**src/rtl/spi_sseq_pkg.sv**
```systemverilog
`timescale 1ns/1ps
package spi_sseq_pkg;
  typedef enum logic [2:0] {
    ST_IDLE, ST_PRE, ST_GAP, ST_OPC, ST_ADR, ST_DAT, ST_END
  } seq_st_e;

  localparam logic [2:0] A_CTRL  = 3'd0;
  localparam logic [2:0] A_STAT  = 3'd1;
  localparam logic [2:0] A_ADDR  = 3'd2;
  localparam logic [2:0] A_PREF  = 3'd3;
  localparam logic [2:0] A_TYPE  = 3'd4;
  localparam logic [2:0] A_MENU0 = 3'd5;
  localparam logic [2:0] A_MENU1 = 3'd6;
  localparam logic [2:0] A_LOCK  = 3'd7;

  localparam int CB_GO   = 0;
  localparam int CB_ATOM = 1;
  localparam int CB_SPD  = 2;
  localparam int CB_IDX  = 4;
  localparam int CB_CNT  = 8;
  localparam int CB_DP   = 14;
endpackage

```
**src/rtl/spi_sseq_shifter.sv**
```systemverilog
`timescale 1ns/1ps
module spi_sseq_shifter #(
  parameter int HW = 2
) (
  input  logic          clk_i,
  input  logic          rst_ni,
  input  logic          start_i,
  input  logic [HW-1:0] half_i,
  input  logic [7:0]    tx_i,
  input  logic          miso_i,
  output logic          sclk_o,
  output logic          mosi_o,
  output logic [7:0]    rx_o,
  output logic          done_o
);
  logic          busy_q;
  logic [HW-1:0] cnt_q;
  logic [2:0]    bit_q;
  logic [7:0]    sh_q;

  always_ff @(posedge clk_i or negedge rst_ni) begin
    if (!rst_ni) begin
      busy_q <= 1'b0; cnt_q <= '0; bit_q <= '0; sh_q <= '0;
      rx_o <= '0; sclk_o <= 1'b0; done_o <= 1'b0;
    end else begin
      done_o <= 1'b0;
      if (start_i && !busy_q) begin
        busy_q <= 1'b1; sh_q <= tx_i; sclk_o <= 1'b0;
        cnt_q <= '0; bit_q <= '0;
      end else if (busy_q) begin
        if (cnt_q == half_i - HW'(1)) begin
          cnt_q <= '0;
          if (!sclk_o) begin
            sclk_o <= 1'b1;
            rx_o   <= {rx_o[6:0], miso_i};
          end else begin
            sclk_o <= 1'b0;
            if (bit_q == 3'd7) begin
              busy_q <= 1'b0; done_o <= 1'b1;
            end else begin
              bit_q <= bit_q + 3'd1;
              sh_q  <= {sh_q[6:0], 1'b0};
            end
          end
        end else begin
          cnt_q <= cnt_q + HW'(1);
        end
      end
    end
  end

  assign mosi_o = sh_q[7];
endmodule

```
**src/rtl/spi_sseq_seq.sv**
```systemverilog
`timescale 1ns/1ps
module spi_sseq_seq import spi_sseq_pkg::*; #(
  parameter int CNTW = 6,
  parameter int GW   = 3
) (
  input  logic            clk_i,
  input  logic            rst_ni,
  input  logic            go_i,
  input  logic            atomic_i,
  input  logic [7:0]      pre_i,
  input  logic [7:0]      opc_i,
  input  logic [1:0]      type_i,
  input  logic [23:0]     addr_i,
  input  logic            dp_i,
  input  logic [CNTW-1:0] last_i,
  input  logic [GW-1:0]   gap_i,
  input  logic            sh_done_i,
  input  logic [7:0]      sh_rx_i,
  input  logic [7:0]      buf_rbyte_i,
  output logic            kick_o,
  output logic [7:0]      tx_o,
  output logic            cs_n_o,
  output logic            busy_o,
  output logic            done_o,
  output logic [CNTW-1:0] buf_ridx_o,
  output logic            buf_we_o,
  output logic [CNTW-1:0] buf_widx_o,
  output logic [7:0]      buf_wbyte_o
);
  seq_st_e         st_q;
  logic [GW-1:0]   gcnt_q;
  logic [1:0]      an_q;
  logic [CNTW-1:0] idx_q;
  logic [7:0]      opc_q;
  logic [1:0]      typ_q;
  logic [23:0]     adr_q;

  always_comb begin
    busy_o      = (st_q != ST_IDLE);
    done_o      = (st_q == ST_END);
    buf_ridx_o  = (st_q == ST_DAT) ? idx_q + CNTW'(1) : '0;
    buf_we_o    = (st_q == ST_DAT) && sh_done_i && !typ_q[0];
    buf_widx_o  = idx_q;
    buf_wbyte_o = sh_rx_i;
  end

  always_ff @(posedge clk_i or negedge rst_ni) begin
    if (!rst_ni) begin
      st_q <= ST_IDLE; gcnt_q <= '0; an_q <= '0; idx_q <= '0;
      opc_q <= '0; typ_q <= '0; adr_q <= '0;
      kick_o <= 1'b0; tx_o <= '0; cs_n_o <= 1'b1;
    end else begin
      kick_o <= 1'b0;
      case (st_q)
        ST_IDLE: if (go_i) begin
          opc_q <= opc_i; typ_q <= type_i; adr_q <= addr_i;
          cs_n_o <= 1'b0; kick_o <= 1'b1;
          if (atomic_i) begin st_q <= ST_PRE; tx_o <= pre_i; end
          else          begin st_q <= ST_OPC; tx_o <= opc_i; end
        end
        ST_PRE: if (sh_done_i) begin
          cs_n_o <= 1'b1; gcnt_q <= '0; st_q <= ST_GAP;
        end
        ST_GAP: begin
          if (gcnt_q == gap_i - GW'(1)) begin
            cs_n_o <= 1'b0; kick_o <= 1'b1; tx_o <= opc_q; st_q <= ST_OPC;
          end else gcnt_q <= gcnt_q + GW'(1);
        end
        ST_OPC: if (sh_done_i) begin
          if (typ_q[1]) begin
            st_q <= ST_ADR; an_q <= '0; tx_o <= adr_q[23:16]; kick_o <= 1'b1;
          end else if (dp_i) begin
            st_q <= ST_DAT; idx_q <= '0; tx_o <= buf_rbyte_i; kick_o <= 1'b1;
          end else begin
            st_q <= ST_END; cs_n_o <= 1'b1;
          end
        end
        ST_ADR: if (sh_done_i) begin
          if (an_q == 2'd2) begin
            if (dp_i) begin
              st_q <= ST_DAT; idx_q <= '0; tx_o <= buf_rbyte_i; kick_o <= 1'b1;
            end else begin
              st_q <= ST_END; cs_n_o <= 1'b1;
            end
          end else begin
            an_q <= an_q + 2'd1; kick_o <= 1'b1;
            tx_o <= (an_q == 2'd0) ? adr_q[15:8] : adr_q[7:0];
          end
        end
        ST_DAT: if (sh_done_i) begin
          if (idx_q == last_i) begin
            st_q <= ST_END; cs_n_o <= 1'b1;
          end else begin
            idx_q <= idx_q + CNTW'(1); tx_o <= buf_rbyte_i; kick_o <= 1'b1;
          end
        end
        default: st_q <= ST_IDLE;
      endcase
    end
  end
endmodule

```
**src/rtl/spi_sseq_engine.sv**
```systemverilog
`timescale 1ns/1ps
module spi_sseq_engine import spi_sseq_pkg::*; #(
  parameter int DATA_BYTES = 64,
  parameter int HALF_SLOW  = 3,
  parameter int HALF_FAST  = 2
) (
  input  logic                           clk_i,
  input  logic                           rst_ni,
  input  logic                           reg_wr_i,
  input  logic [$clog2(DATA_BYTES/4):0]  reg_addr_i,
  input  logic [31:0]                    reg_wdata_i,
  output logic [31:0]                    reg_rdata_o,
  output logic                           spi_sclk_o,
  output logic                           spi_cs_n_o,
  output logic                           spi_mosi_o,
  input  logic                           spi_miso_i
);
  localparam int CNTW = $clog2(DATA_BYTES);
  localparam int WAW  = $clog2(DATA_BYTES / 4);
  localparam int HW   = $clog2(HALF_SLOW + 1);
  localparam int GW   = HW + 1;

  logic [7:0][7:0] menu_q;
  logic [15:0]     types_q;
  logic [7:0]      pref_q;
  logic            lock_q;
  logic            c_atomic, c_speed, c_dp;
  logic [2:0]      c_idx;
  logic [CNTW-1:0] c_cnt;
  logic [23:0]     addr_q;
  logic            st_done_q, st_err_q, start_q;
  logic [7:0]      dbuf [DATA_BYTES];

  logic            is_data, go_wr, stat_wr, busy, seq_busy, seq_done;
  logic [2:0]      rsel;
  logic [WAW-1:0]  widx;
  logic [HW-1:0]   half_sel;
  logic            kick, sh_done;
  logic [7:0]      tx_byte, rx_byte, buf_rbyte, buf_wbyte;
  logic [CNTW-1:0] buf_ridx, buf_widx;
  logic            buf_we;

  assign is_data  = reg_addr_i[WAW];
  assign rsel     = reg_addr_i[2:0];
  assign widx     = reg_addr_i[WAW-1:0];
  assign go_wr    = reg_wr_i && !is_data && (rsel == A_CTRL) && reg_wdata_i[CB_GO];
  assign stat_wr  = reg_wr_i && !is_data && (rsel == A_STAT);
  assign busy     = seq_busy || start_q;
  assign half_sel = c_speed ? HALF_FAST[HW-1:0] : HALF_SLOW[HW-1:0];
  assign buf_rbyte = dbuf[buf_ridx];

  always_ff @(posedge clk_i or negedge rst_ni) begin
    if (!rst_ni) begin
      menu_q <= '0; types_q <= '0; pref_q <= '0; lock_q <= 1'b0;
      c_atomic <= 1'b0; c_speed <= 1'b0; c_dp <= 1'b0; c_idx <= '0; c_cnt <= '0;
      addr_q <= '0; st_done_q <= 1'b0; st_err_q <= 1'b0; start_q <= 1'b0;
    end else begin
      start_q <= go_wr && !busy;
      if (reg_wr_i && !is_data) begin
        case (rsel)
          A_CTRL: if (!busy) begin
            c_atomic <= reg_wdata_i[CB_ATOM];
            c_speed  <= reg_wdata_i[CB_SPD];
            c_idx    <= reg_wdata_i[CB_IDX +: 3];
            c_cnt    <= reg_wdata_i[CB_CNT +: CNTW];
            c_dp     <= reg_wdata_i[CB_DP];
          end
          A_ADDR:  addr_q <= reg_wdata_i[23:0];
          A_PREF:  if (!lock_q) pref_q <= reg_wdata_i[7:0];
          A_TYPE:  if (!lock_q) types_q <= reg_wdata_i[15:0];
          A_MENU0: if (!lock_q) menu_q[3:0] <= reg_wdata_i;
          A_MENU1: if (!lock_q) menu_q[7:4] <= reg_wdata_i;
          A_LOCK:  if (reg_wdata_i[0]) lock_q <= 1'b1;
          default: ;
        endcase
      end
      if (seq_done) st_done_q <= 1'b1;
      else if (stat_wr && reg_wdata_i[1]) st_done_q <= 1'b0;
      if (go_wr && busy) st_err_q <= 1'b1;
      else if (stat_wr && reg_wdata_i[2]) st_err_q <= 1'b0;
    end
  end

  // engine writes win over a same-cycle software write
  always_ff @(posedge clk_i or negedge rst_ni) begin
    if (!rst_ni) begin
      for (int i = 0; i < DATA_BYTES; i++) dbuf[i] <= '0;
    end else begin
      if (reg_wr_i && is_data)
        for (int j = 0; j < 4; j++) dbuf[{widx, 2'(j)}] <= reg_wdata_i[8*j +: 8];
      if (buf_we) dbuf[buf_widx] <= buf_wbyte;
    end
  end

  always_comb begin
    reg_rdata_o = '0;
    if (is_data) begin
      for (int j = 0; j < 4; j++) reg_rdata_o[8*j +: 8] = dbuf[{widx, 2'(j)}];
    end else begin
      case (rsel)
        A_CTRL: begin
          reg_rdata_o[CB_ATOM]       = c_atomic;
          reg_rdata_o[CB_SPD]        = c_speed;
          reg_rdata_o[CB_IDX +: 3]   = c_idx;
          reg_rdata_o[CB_CNT +: CNTW] = c_cnt;
          reg_rdata_o[CB_DP]         = c_dp;
        end
        A_STAT:  reg_rdata_o[3:0]  = {lock_q, st_err_q, st_done_q, busy};
        A_ADDR:  reg_rdata_o[23:0] = addr_q;
        A_PREF:  reg_rdata_o[7:0]  = pref_q;
        A_TYPE:  reg_rdata_o[15:0] = types_q;
        A_MENU0: reg_rdata_o       = menu_q[3:0];
        A_MENU1: reg_rdata_o       = menu_q[7:4];
        default: reg_rdata_o[0]    = lock_q;
      endcase
    end
  end

  spi_sseq_seq #(.CNTW(CNTW), .GW(GW)) u_seq (
    .clk_i(clk_i), .rst_ni(rst_ni), .go_i(start_q), .atomic_i(c_atomic),
    .pre_i(pref_q), .opc_i(menu_q[c_idx]), .type_i(types_q[{c_idx, 1'b0} +: 2]),
    .addr_i(addr_q), .dp_i(c_dp), .last_i(c_cnt), .gap_i({half_sel, 1'b0}),
    .sh_done_i(sh_done), .sh_rx_i(rx_byte), .buf_rbyte_i(buf_rbyte),
    .kick_o(kick), .tx_o(tx_byte), .cs_n_o(spi_cs_n_o), .busy_o(seq_busy),
    .done_o(seq_done), .buf_ridx_o(buf_ridx), .buf_we_o(buf_we),
    .buf_widx_o(buf_widx), .buf_wbyte_o(buf_wbyte)
  );

  spi_sseq_shifter #(.HW(HW)) u_shift (
    .clk_i(clk_i), .rst_ni(rst_ni), .start_i(kick), .half_i(half_sel),
    .tx_i(tx_byte), .miso_i(spi_miso_i), .sclk_o(spi_sclk_o),
    .mosi_o(spi_mosi_o), .rx_o(rx_byte), .done_o(sh_done)
  );
endmodule

```
**config.mk**
```make
export PLATFORM = sky130hd
export DESIGN_NAME = spi_sseq_engine
export DESIGN_NICKNAME = d
export VERILOG_FILES = /design/src/rtl/spi_sseq_pkg.sv /design/src/rtl/spi_sseq_shifter.sv /design/src/rtl/spi_sseq_seq.sv /design/src/rtl/spi_sseq_engine.sv
export SDC_FILE = /design/constraint.sdc
export NUM_CORES = 2
export LEC_CHECK = 0
export BUFFER_PORTS_ARGS = -buffer_cell sky130_fd_sc_hd__buf_2
export CORE_MARGIN = 1.5
export CORE_UTILIZATION = 25
export CTS_BUF_LIST = sky130_fd_sc_hd__clkbuf_16
export CTS_CLUSTER_SIZE = 8
export DETAILED_ROUTE_END_ITERATION = 10
export GPL_TIMING_DRIVEN = 0
export MAX_ROUTING_LAYER = met4
export SYNTH_ARGS = -nofsm -noshare
export SYNTH_HDL_FRONTEND = slang
export SYNTH_HIERARCHICAL = 1
export SYNTH_SLANG_ARGS = --single-unit
```
**constraint.sdc**
```tcl
create_clock -name clk_i -period 4 [get_ports clk_i]
set_input_delay 0.8 -clock clk_i [delete_from_list [all_inputs] [get_ports clk_i]]
set_output_delay 0.8 -clock clk_i [all_outputs]
set_load 0.05 [all_outputs]
```
==> impl_metrics.py <==
metrics = {
    "setup_path": {
        "cp-endpoint": "u_seq/tx_o[5]",
        "cp_cell_sequence": "xnor2_1 -> nor2_2 -> clkbuf_1 -> nand4_1 -> o2bb2ai_4 -> a211o_1 -> o21ai_0 -> a31oi_2",
        "cp.depth": 8,
        "critical_path_buf_inv_count": 1,
        "critical_path_class": "flop to flop",
        "endpoint_kind": "flop",
        "critPathTopFamily": "simple AND/OR/NAND/NOR gates",
        "crit_path_start_kind": "flop",
        "crit_required_ns": 4.67,
        "critPathMaxFanout": 12,
        "startpoint": "u_seq/buf_widx_o[5]",
        "r2r_slack_ns": -0.25,
        "slowest_delay_ns": 0.92,
        "slowest_stage": "dfrtp_1",
        "rr_endpoint": "u_seq/tx_o[5]",
        "r2r_cells": 8,
        "r2r_start": "u_seq/buf_widx_o[5]",
        "cp.arrival_ns": 4.93,
    },
    "yosys": {
        "synth_edf_count": 0,
        "synthTopCellsByArea": "dfrtp_1 42%, mux4_2 16%, mux2i_1 13%",
        "yosys_warnings": 6,
        "ys_dominant_reg_cell": "dfrtp_1",
        "synth_top_area_share": 0.416,
        "syn_area_um2": 43400,
        "yosysMostFrequentCell": "dfrtp_1",
        "synth_common_cells": "721 x dfrtp_1, 571 x mux2i_1, 382 x nand2_1, 359 x nor2_1, 335 x o21ai_0",
        "ys_ff_latch": 722,
        "syn_avg_cell_area_um2": 11.1,
        "async_flop_share": 1.00,
        "synthCells": 3902,
        "ys_types": 81,
        "seq_area_frac_synth": 0.416,
        "yosys.area.top_type": "dfrtp_1",
    },
    "routing": {
        "routed_wl_um": 326000,
        "detail-route-antenna-nets": 0,
        "vias": 40100,
        "wl_per_cell_um": 49.5,
        "drc_errors": 0,
        "firstDrtPassIters": 9,
        "drtIter0Drc": 6275,
        "routed_via_density": 6.08,
    },
    "final_layout": {
        "fin_nets": 4247,
        "layout-area-overhead-vs-synth_pct": 22.7,
        "drive_gt1_frac": 0.280,
        "finalNonFillerCells": 6588,
        "fillers": 17700,
        "final_util": 0.310,
        "stdcell_area_um2": 53200,
    },
    "clock_tree": {
        "cts_tree": "built",
        "cts-hold-fix-buffers": 0,
        "numCtsBuffers": 103,
        "cts_htree_levels": 3,
        "clk_pin_slew_worst_paths_ns": 0.06,
        "cts.sinks": 722,
        "cts-root-buf": "clkbuf_16",
        "worst_skew_pair.late_latency_ns": 0.79,
        "clockBufferDepth": 3,
    },
    "global_route": {
        "overflow": 0,
        "gr-usage-met3": 0.120,
        "busiest_layer": "met2",
        "grtUsageMet2": 0.527,
        "grt_pass1_wl_um": 411000,
        "grt_max_degree": 117,
        "grt_antenna_before_repair": 77,
        "use_met1": 0.445,
        "track_usage": 0.376,
        "grt_pass1_vias": 37300,
    },
    "floorplan": {
        "rows": 152,
        "core_area_um2": 172000,
        "die_w_um": 420,
        "die_area_um2": 176000,
        "fp.dieH_um": 420,
        "io_pins": 76,
        "initial_utilization": 0.252,
    },
    "timing": {
        "setup_violations": 44,
        "setup_slack_ns": -0.255,
        "relSlewSlack": -0.119,
        "timing.hold.ws_ns": 0.105,
        "hold_viol": 0,
        "final.period_utilization": 1.06,
        "worstMarginPinSlew_ns": 1.68,
        "report.final.slew_viol_count": 66,
        "rsz0062_at_grt": "yes",
        "period_needed_ns": 4.25,
        "fin_skew_ns": 0.0812,
        "fin_tns_setup_ns": -2.58,
        "fmax_ghz": 0.235,
    },
    "power_and_ir_drop": {
        "p_leak_nw": 20.3,
        "peakVddDrop_mv": 0.352,
        "p_per_area_nw_per_um2": 559,
        "total_power_mw": 29.8,
    },
    "run_status": {
        "status": "finished with violations",
        "violations": "max-capacitance violations, max-slew violations, negative setup slack",
    },
    "placement": {
        "routabilityCongestion": 1.09,
        "dp_cells": 6293,
        "io_buffers": 56,
        "place_worst_setup_slack_ns": -2.32,
        "place_area_um2": 47200,
        "hpwl_um": 242000,
    },
    "hold_path": {
        "hold_path_class": "input port to asynchronous set/reset pin",
    },
    "job": {
        "drv_cap": 7,
    },
}
-- worst register-to-register path, cell delays in order (launching register included) --
cell	delay [ns]
dfrtp_1	0.92
xnor2_1	0.19
nor2_2	0.74
clkbuf_1	0.87
nand4_1	0.49
o2bb2ai_4	0.48
a211o_1	0.20
o21ai_0	0.11
a31oi_2	0.20
-- power breakdown --
group          leakage [nW]  total (mW)  internal [mW]  switching (mW)
Sequential             7.98        11.0           8.76            2.25
Combinational          10.9        10.4           3.06            7.30
Clock                  1.42        8.39           4.63            3.76
Total                  20.3        29.8           16.5            13.3
-- per-layer routing --
metal,vias up,wire length (um)
li1,15000,-
met1,21100,124000
met3,965,34200
met2,2989,136000
met4,0,31500
met5,-,0
-- how the worst min path moves through the flow --
stage,startpoint,end,slack (ns)
5_1_grt,rst_ni,dbuf[270],0.16
3_3_place_gp,u_seq/adr_q[6],u_seq/adr_q[6],0.47
3_5_place_dp,u_seq/adr_q[5],u_seq/adr_q[5],0.47
2_1_floorplan,st_done_q,st_done_q,0.44
6_report,rst_ni,dbuf[360],0.11
4_1_cts,rst_ni,dbuf[360],0.09
-- cells in the final DEF, fill, tap and decap left out, drive strengths merged, types with 14 or more instances in the layout --
cell type	synthesis	layout
nor2	369	369
o21ai	367	367
mux4	311	311
a31oi	30	30
clkbuf	213	322
diode	0	57
nand2b	14	14
o22ai	36	36
nand2	382	382
mux2	203	203
inv	13	25
mux2i	572	572
a21oi	294	294
dfrtp	721	721
nand3	23	23
buf	179	360
-- flip-flops by register name, summed over array words and instances (netlist names), 6 cells and up --
register          cells
menu_q               64
u_seq/buf_widx_o      6
u_seq/adr_q          24
u_seq/tx_o            8
u_seq/opc_q           8
c_cnt                 6
u_shift/rx_o          8
types_q              16
pref_q                8
addr_q               24
u_shift/sh_q          8
dbuf                512
-- timing repair --
item                                    in CTS  in global routing
cloned                                       5                  1
resized for setup                          357                 90
endpoints found under the setup margin     234                 79
setup buffers                               66                 42
pin swaps                                   16                 36
-- final cells by class --
type,instances,area (um^2),share of cell area
multi-input cells,2775,24100,0.453
inverters,15,68.8,0.00129
flip-flops and latches,722,18100,0.340
clock buffers,103,2580,0.0484
plain buffers,388,2900,0.0545
clock inverters,24,256,0.00482
diodes,57,143,0.00268
well taps,2310,2890,0.0543
repair buffers,194,2180,0.0410
-- cell families after synthesis --
logic type               synth area share
flip-flops                          0.416
AO/OA/AOI/OAI                       0.103
multiplexers                        0.347
buffers and inverters              0.0452
XOR/XNOR                          0.00352
other                            0.000173
adder cells (fa/ha/maj)           0.00202
AND/OR/NAND/NOR                    0.0832
Power figures use the tool's default switching activity.
